### config.mk
export PLATFORM = sky130hd
export DESIGN_NAME = irq_dispatch
export DESIGN_NICKNAME = d
export VERILOG_FILES = /design/src/rtl/irq_disp_pkg.sv /design/src/rtl/irq_qualify.sv /design/src/rtl/irq_vector.sv /design/src/rtl/irq_dispatch.sv
export SDC_FILE = /design/constraint.sdc
export NUM_CORES = 1
export LEC_CHECK = 0
export BUFFER_PORTS_ARGS = -buffer_cell sky130_fd_sc_hd__buf_2
export CAP_MARGIN = 5
export CORE_AREA = 4 4 153 155
export CTS_BUF_LIST = sky130_fd_sc_hd__clkbuf_4 sky130_fd_sc_hd__clkbuf_8
export DETAILED_ROUTE_END_ITERATION = 16
export DIE_AREA = 0 0 157 159
export PLACE_DENSITY = 0.68
export SLEW_MARGIN = 20
export SYNTH_ARGS = -nofsm -noshare
export SYNTH_HDL_FRONTEND = slang
export SYNTH_SLANG_ARGS = --single-unit
### constraint.sdc
create_clock -name clk -period 10.2 [get_ports clk]
set_clock_uncertainty 0.15 [all_clocks]
set_input_delay 1.53 -clock clk [delete_from_list [all_inputs] [get_ports clk]]
set_output_delay 1.53 -clock clk [all_outputs]
set_load 0.02 [all_outputs]
### src/rtl/irq_disp_pkg.sv
package irq_disp_pkg;

    localparam int LVL_W       = 4;
    localparam int PS_EXCM_BIT = 4;
    localparam int PS_UM_BIT   = 5;
    localparam int CAUSE_W     = 6;
    localparam logic [CAUSE_W-1:0] CAUSE_L1_INT = 6'd4;

    typedef enum logic [0:0] {
        ST_READY    = 1'b0,
        ST_REDIRECT = 1'b1
    } disp_state_e;

    typedef enum logic [1:0] {
        KIND_HIGH   = 2'd0,
        KIND_KERNEL = 2'd1,
        KIND_USER   = 2'd2,
        KIND_DOUBLE = 2'd3
    } vec_kind_e;

endpackage

### src/rtl/irq_qualify.sv
module irq_qualify
    import irq_disp_pkg::*;
#(
    parameter int NINT   = 13,
    parameter int NLEVEL = 6
) (
    input  logic [LVL_W-1:0]             pend_level,
    input  logic [LVL_W-1:0]             cur_level,
    input  logic [NINT-1:0]              intset,
    input  logic [NINT-1:0]              intenable,
    input  logic [NLEVEL:0][NINT-1:0]    level_mask,
    output logic                         take
);
    localparam logic [LVL_W-1:0] MAX_LVL = LVL_W'(NLEVEL);

    logic [NLEVEL:0] level_hit;
    logic            sel_hit;

    // one active-source detector per level
    for (genvar lv = 0; lv <= NLEVEL; lv++) begin : g_hit
        assign level_hit[lv] = |(level_mask[lv] & intset & intenable);
    end

    always_comb begin
        sel_hit = 1'b0;
        for (int lv = 0; lv <= NLEVEL; lv++) begin
            if (pend_level == LVL_W'(lv)) sel_hit = level_hit[lv];
        end
    end

    assign take = (pend_level > cur_level) && (pend_level <= MAX_LVL) && sel_hit;

endmodule

### src/rtl/irq_vector.sv
module irq_vector
    import irq_disp_pkg::*;
#(
    parameter int                 ADDR_W      = 32,
    parameter bit                 RELOC_VEC   = 1'b1,
    parameter logic [ADDR_W-1:0]  DEF_VECBASE = 'h5fff8400,
    parameter logic [ADDR_W-1:0]  INTVEC_BASE = 'h5fff857c,
    parameter logic [ADDR_W-1:0]  VEC_STRIDE  = 'h20,
    parameter logic [ADDR_W-1:0]  KERNEL_VEC  = 'h5fff861c,
    parameter logic [ADDR_W-1:0]  USER_VEC    = 'h5fff863c,
    parameter logic [ADDR_W-1:0]  DOUBLE_VEC  = 'h5fff865c
) (
    input  vec_kind_e           kind,
    input  logic [LVL_W-1:0]    level,
    input  logic [ADDR_W-1:0]   vecbase,
    output logic [ADDR_W-1:0]   target
);
    logic [ADDR_W-1:0] static_vec;
    logic [ADDR_W-1:0] level_ofs;

    assign level_ofs = (ADDR_W'(level) - ADDR_W'(2)) * VEC_STRIDE;

    always_comb begin
        unique case (kind)
            KIND_HIGH:   static_vec = INTVEC_BASE + level_ofs;
            KIND_KERNEL: static_vec = KERNEL_VEC;
            KIND_USER:   static_vec = USER_VEC;
            KIND_DOUBLE: static_vec = DOUBLE_VEC;
            default:     static_vec = KERNEL_VEC;
        endcase
    end

    if (RELOC_VEC) begin : g_reloc
        assign target = static_vec - DEF_VECBASE + vecbase;
    end else begin : g_fixed
        logic unused_vb;
        assign unused_vb = ^vecbase;
        assign target    = static_vec;
    end

endmodule

### src/rtl/irq_dispatch.sv
module irq_dispatch
    import irq_disp_pkg::*;
#(
    parameter int                 NINT        = 13,
    parameter int                 NLEVEL      = 6,
    parameter int                 ADDR_W      = 32,
    parameter bit                 HAS_INT_OPT = 1'b1,
    parameter bit                 HAS_DEPC    = 1'b1,
    parameter bit                 RELOC_VEC   = 1'b1,
    parameter logic [ADDR_W-1:0]  DEF_VECBASE = 'h5fff8400,
    parameter logic [ADDR_W-1:0]  INTVEC_BASE = 'h5fff857c,
    parameter logic [ADDR_W-1:0]  VEC_STRIDE  = 'h20,
    parameter logic [ADDR_W-1:0]  KERNEL_VEC  = 'h5fff861c,
    parameter logic [ADDR_W-1:0]  USER_VEC    = 'h5fff863c,
    parameter logic [ADDR_W-1:0]  DOUBLE_VEC  = 'h5fff865c
) (
    input  logic                        clk,
    input  logic                        rst_n,
    input  logic [3:0]                  pend_level_i,
    input  logic [NINT-1:0]             intset_i,
    input  logic [NINT-1:0]             intenable_i,
    input  logic [NLEVEL:0][NINT-1:0]   level_mask_i,
    input  logic [ADDR_W-1:0]           pc_i,
    input  logic                        ps_wr_en_i,
    input  logic [ADDR_W-1:0]           ps_wr_data_i,
    input  logic                        vb_wr_en_i,
    input  logic [ADDR_W-1:0]           vb_wr_data_i,
    output logic [ADDR_W-1:0]           ps_o,
    output logic [ADDR_W-1:0]           vecbase_o,
    output logic                        redirect_o,
    output logic [ADDR_W-1:0]           target_o,
    output logic                        epc_we_o,
    output logic [3:0]                  epc_sel_o,
    output logic                        eps_we_o,
    output logic [ADDR_W-1:0]           eps_data_o,
    output logic                        depc_we_o,
    output logic [ADDR_W-1:0]           save_pc_o,
    output logic                        cause_we_o,
    output logic [5:0]                  cause_o
);
    localparam logic [ADDR_W-1:0] PS_RST = HAS_INT_OPT ? ADDR_W'('h1F) : ADDR_W'('h10);

    disp_state_e        state_q, state_d;
    logic [ADDR_W-1:0]  ps_q, ps_d, ps_taken;
    logic [ADDR_W-1:0]  vb_q, vb_d;
    logic               take, fire;
    vec_kind_e          kind;
    logic [ADDR_W-1:0]  vec_target;

    logic               rd_d, epc_we_d, eps_we_d, depc_we_d, cause_we_d;
    logic [LVL_W-1:0]   epc_sel_d;
    logic [ADDR_W-1:0]  tgt_d, eps_d, save_pc_d;
    logic [CAUSE_W-1:0] cause_d;

    irq_qualify #(.NINT(NINT), .NLEVEL(NLEVEL)) u_qual (
        .pend_level (pend_level_i),
        .cur_level  (ps_q[LVL_W-1:0]),
        .intset     (intset_i),
        .intenable  (intenable_i),
        .level_mask (level_mask_i),
        .take       (take)
    );

    irq_vector #(
        .ADDR_W(ADDR_W), .RELOC_VEC(RELOC_VEC), .DEF_VECBASE(DEF_VECBASE),
        .INTVEC_BASE(INTVEC_BASE), .VEC_STRIDE(VEC_STRIDE),
        .KERNEL_VEC(KERNEL_VEC), .USER_VEC(USER_VEC), .DOUBLE_VEC(DOUBLE_VEC)
    ) u_vec (
        .kind    (kind),
        .level   (pend_level_i),
        .vecbase (vb_q),
        .target  (vec_target)
    );

    // vector class of the pending level
    always_comb begin
        if (pend_level_i != LVL_W'(1))     kind = KIND_HIGH;
        else if (ps_q[PS_EXCM_BIT])        kind = KIND_DOUBLE;
        else if (ps_q[PS_UM_BIT])          kind = KIND_USER;
        else                               kind = KIND_KERNEL;
    end

    // next state: take / resume
    always_comb begin
        state_d = state_q;
        fire    = 1'b0;
        unique case (state_q)
            ST_READY: begin
                if (take) begin
                    state_d = ST_REDIRECT;
                    fire    = 1'b1;
                end
            end
            ST_REDIRECT: state_d = ST_READY;
            default:     state_d = ST_READY;
        endcase
    end

    // architectural register updates
    always_comb begin
        ps_taken = ps_q;
        ps_taken[PS_EXCM_BIT] = 1'b1;
        if (kind == KIND_HIGH) ps_taken[LVL_W-1:0] = pend_level_i;

        if (fire)            ps_d = ps_taken;
        else if (ps_wr_en_i) ps_d = ps_wr_data_i;
        else                 ps_d = ps_q;

        vb_d = vb_wr_en_i ? vb_wr_data_i : vb_q;
    end

    // redirect and save-register writes
    always_comb begin
        rd_d       = 1'b0;
        tgt_d      = '0;
        save_pc_d  = '0;
        epc_we_d   = 1'b0;
        epc_sel_d  = '0;
        eps_we_d   = 1'b0;
        eps_d      = '0;
        depc_we_d  = 1'b0;
        cause_we_d = 1'b0;
        cause_d    = '0;
        if (fire) begin
            rd_d      = 1'b1;
            tgt_d     = vec_target;
            save_pc_d = pc_i;
            unique case (kind)
                KIND_HIGH: begin
                    epc_we_d  = 1'b1;
                    epc_sel_d = pend_level_i;
                    eps_we_d  = 1'b1;
                    eps_d     = ps_q;
                end
                KIND_USER, KIND_KERNEL: begin
                    epc_we_d   = 1'b1;
                    epc_sel_d  = LVL_W'(1);
                    cause_we_d = 1'b1;
                    cause_d    = CAUSE_L1_INT;
                end
                KIND_DOUBLE: begin
                    cause_we_d = 1'b1;
                    cause_d    = CAUSE_L1_INT;
                    if (HAS_DEPC) begin
                        depc_we_d = 1'b1;
                    end else begin
                        epc_we_d  = 1'b1;
                        epc_sel_d = LVL_W'(1);
                    end
                end
                default: ;
            endcase
        end
    end

    always_ff @(posedge clk) begin
        if (!rst_n) begin
            state_q    <= ST_READY;
            ps_q       <= PS_RST;
            vb_q       <= DEF_VECBASE;
            redirect_o <= 1'b0;
            target_o   <= '0;
            save_pc_o  <= '0;
            epc_we_o   <= 1'b0;
            epc_sel_o  <= '0;
            eps_we_o   <= 1'b0;
            eps_data_o <= '0;
            depc_we_o  <= 1'b0;
            cause_we_o <= 1'b0;
            cause_o    <= '0;
        end else begin
            state_q    <= state_d;
            ps_q       <= ps_d;
            vb_q       <= vb_d;
            redirect_o <= rd_d;
            target_o   <= tgt_d;
            save_pc_o  <= save_pc_d;
            epc_we_o   <= epc_we_d;
            epc_sel_o  <= epc_sel_d;
            eps_we_o   <= eps_we_d;
            eps_data_o <= eps_d;
            depc_we_o  <= depc_we_d;
            cause_we_o <= cause_we_d;
            cause_o    <= cause_d;
        end
    end

    assign ps_o      = ps_q;
    assign vecbase_o = vb_q;


    redirect_single_chk: assert property (@(posedge clk) disable iff (!rst_n)
        redirect_o |=> !redirect_o);


    writes_need_strobe_chk: assert property (@(posedge clk) disable iff (!rst_n)
        (epc_we_o || eps_we_o || depc_we_o || cause_we_o) |-> redirect_o);


    excm_on_redirect_chk: assert property (@(posedge clk) disable iff (!rst_n)
        redirect_o |-> ps_o[PS_EXCM_BIT]);


    level_above_chk: assert property (@(posedge clk) disable iff (!rst_n)
        $rose(redirect_o) |-> ($past(pend_level_i) > $past(ps_q[LVL_W-1:0])));


    l1_single_save_chk: assert property (@(posedge clk) disable iff (!rst_n)
        cause_we_o |-> $onehot({depc_we_o, epc_we_o}));


    eps_high_level_chk: assert property (@(posedge clk) disable iff (!rst_n)
        eps_we_o |-> (epc_we_o && epc_sel_o >= 4'd2));

endmodule

==> summary.md <==
| Metric | Value |
|---|---|
| WHS | roughly 0.32 ns |
| Leakage | 5.56 nW |
| Warnings from Yosys | 0 |
| H-tree levels | 4 |
| Worst path required time | slightly above 10 ns |
| Starting DRT DRC Count | roughly 630 |
| Netlist cell types | between 60 and 70 |
| CTS Buf Count | 17 |
| # nets final | 1533 |
| Fin Setup TNS | 0 ns |
| Maxcap violations | 0 |
| Die width | ~160 um |
| Initial antenna violation count | 2 |
| Flop and latch count out of synthesis | approximately 170 |
| Synth-to-Final Area Change | 32.7% |
| Most used DFF post-synth | dfxtp_1 |
| # port buffers | slightly below 400 |
| GPL Wtd Cong | 0.941 |
| Layout cells sized above 1 | roughly 34% |
| Post-layout util | between 40% and 50% |
| Placement Rows | 54 |
| Netlist Area Pre-Place | just under 8000 um2 |
| Crit end category | flop |
| Gr usage total | between 20% and 30% |
| Clk buf depth | 2 |
| Number of global-route vias before repair | 7509 |
| Clock Latency Late Sink | between 0.4 and 0.5 ns |
| Post_cts resized | 0 |
| Int Pwr | about 1.0 mW |
| Fin worst setup slack | 4.48 ns |
| Root Buffer | clkbuf_8 |
| DIE AREA | ~25000 um2 |
| Final Hold Fails | 0 |
| Drt pass-1 iters | 5 |
| DRT antenna net count | 0 |
| Hold Crit Class | flop to flop |
| Vias per Instance | ~5.1 |
| First-pass GRT wire length | about 43000 um |
| Hold_buf cts | 0 |
| Drt wl/cell | roughly 18 um |
| Critical path class | input pin to flop |
| WL final | between 20000 and 30000 um |
| WP data arrival | 5.87 ns |
| PwrDens | 149 nW/um2 |
| Max-slew violation count | 0 |
| # IOs | just under 400 |
| Mean Syn Cell Area | approximately 8.7 um2 |
| Register area share after synthesis | 43.6% |
| Register share of total power | 45.5% |
| Crit-path max FO | 12 |
| Clock sinks | around 170 |
| CP startpoint kind | input pin |
| Mapped Cells | approximately 900 |
| Status | finished, final reports clean |
| Via Count | 7884 |
| Worst-margin pin slew | roughly 1.0 ns |
| Pre-CTS setup slack | around 3.5 ns |
| Asr flop ratio synth | 0% |
| Final period utilization | 56.1% |
| Final setup viols | 0 |
| Unrepaired setup endpoints after global routing | false |
| FILL cells | around 2200 |
| Switching share of power | between 30% and 40% |
| Switching pwr | around 500 uW |
| Comb power frac | 21.8% |
| GRT overflow | 0 |
| Initial Utilization | a little over a third |
| CTS tree | done |
| Post-DP HPWL | between 20000 and 25000 um |
| Rel. slew slack | about a third |
| Tmin final | roughly 5.7 ns |
| FMAX | between 0.15 and 0.2 GHz |
| Clk slew on worst S/H paths | ~0.09 ns |
| VDD IR-drop max | around 86 uV |
| Clock share of power | about a third |
| Chip height | between 150 and 200 um |
| Post-synth EDFFs | 0 |
| Largest net degree at the start of global routing | 55 |
| DRC errors left | 0 |
| Core area | 21800 um2 |
| Post-CTS setup repair buffer count | 0 |
==> worst max-delay path: stages <==
cell and delay (ns):
buf_2 0.17, inv_1 0.18, ha_1 0.32, nand2_1 0.16
or2_2 0.34, ha_1 0.33, inv_1 0.39, nor2_1 0.10
ha_1 0.29, ha_1 0.36, o21a_1 0.21, o2111a_1 0.23
a22oi_1 0.33, o21ai_1 0.17, a31oi_1 0.38, o21ai_0 0.18
xnor2_1 0.15, nor2_1 0.06
==> flip-flops by register name, summed over array words and instances (netlist names) <==
name,flops
eps_we_o,1
cause_o,1
vecbase_o,32
save_pc_o,32
depc_we_o,1
ps_o,32
target_o,32
redirect_o,1
epc_we_o,1
epc_sel_o,4
eps_data_o,32
==> Yosys cell counts (4+ instances only) <==
cell type / instances / area, um2
and3_1: 71 / 444
o211ai_1: 22 / 165
a211oi_1: 5 / 37.5
a21o_1: 20 / 150
inv_1: 44 / 165
clkbuf_1: 27 / 101
a21oi_1: 49 / 245
a31oi_1: 9 / 56.3
xor2_1: 10 / 87.6
mux2i_1: 17 / 170
o21ai_0: 17 / 85.1
buf_4: 13 / 97.6
nor2b_1: 4 / 25.0
nand3_1: 73 / 365
ha_1: 50 / 626
buf_2: 4 / 20.0
nand2_1: 98 / 368
nand4_1: 20 / 125
xnor2_1: 16 / 140
dfxtp_1: 169 / 3380
a32oi_1: 7 / 61.3
nor3_1: 14 / 70.1
o21a_1: 4 / 30.0
nor2_1: 68 / 255
==> worst paths after layout <==
check	from	endpoint	slack, ns	cells past startpoint
setup / recovery	pend_level_i[1]	target_o[28]	4.48	18
hold / removal	ps_o[13]	ps_o[13]	0.32	2
setup reg to reg	ps_o[5]	target_o[28]	5.86	15
hold reg to reg	ps_o[13]	ps_o[13]	0.32	2
==> cell families after synthesis <==
group | Yosys count | synth area share [%]
other cells | 1 | 0.0483
xor+xnor | 26 | 2.93
buf+inv | 93 | 5.39
mux | 18 | 2.34
compound gates | 167 | 14.5
fa+ha+maj | 51 | 8.32
flops | 169 | 43.6
simple gates | 365 | 22.8
==> cell type report <==
type,count,area [um2],area share [%]
repair buffers,395,1990,19.3
flip-flops and latches,169,3380,32.8
multi-input cells,633,3990,38.7
well taps,280,350,3.40
clock buffers,18,248,2.40
clock inverters,14,170,1.65
inverters,45,169,1.64
diodes,1,2.50,0.0243
==> per-layer routing <==
| metal | wire (um) | vias up | share of wire, % | global-route usage (%) |
|---|---|---|---|---|
| li1 | - | 3885 | - | - |
| met3 | 2310 | 38 | 8.1 | 4.95 |
| met1 | 12600 | 3643 | 44 | 29.9 |
| met2 | 13000 | 316 | 46 | 33.7 |
| met5 | 13 | - | 0.046 | 0 |
| met4 | 496 | 2 | 1.7 | 5.96 |
==> power by group through the flow <==
stage | combinational [mW] | sequential, mW | clock, mW
3_5_place_dp | 0.331 | 0.714 | 0
3_3_place_gp | 0.328 | 0.714 | 0
2_1_floorplan | 0.186 | 0.737 | 0
6_report | 0.336 | 0.699 | 0.502
4_1_cts | 0.333 | 0.699 | 0.517
5_1_grt | 0.369 | 0.702 | 0.542
==> per-stage QoR <==
stage          area (um2)  power, mW  std cells
5_1_grt             10300       1.61       1555
4_1_cts             10300       1.55       1553
3_3_place_gp         9870       1.04       1521
2_1_floorplan        7780      0.923        895
3_5_place_dp         9870       1.05       1521
6_report            10300       1.54       1555
==> layout by cell type (no fill, tap or decap), types with 22 or more instances in the layout <==
master / count
buf_2: 390
dfxtp_1: 169
nand2_1: 98
nand3_1: 73
and3_1: 71
nor2_1: 68
ha_1: 50
a21oi_1: 49
inv_1: 43
o211ai_1: 22
Note: power is estimated with default switching activity, not from simulation.
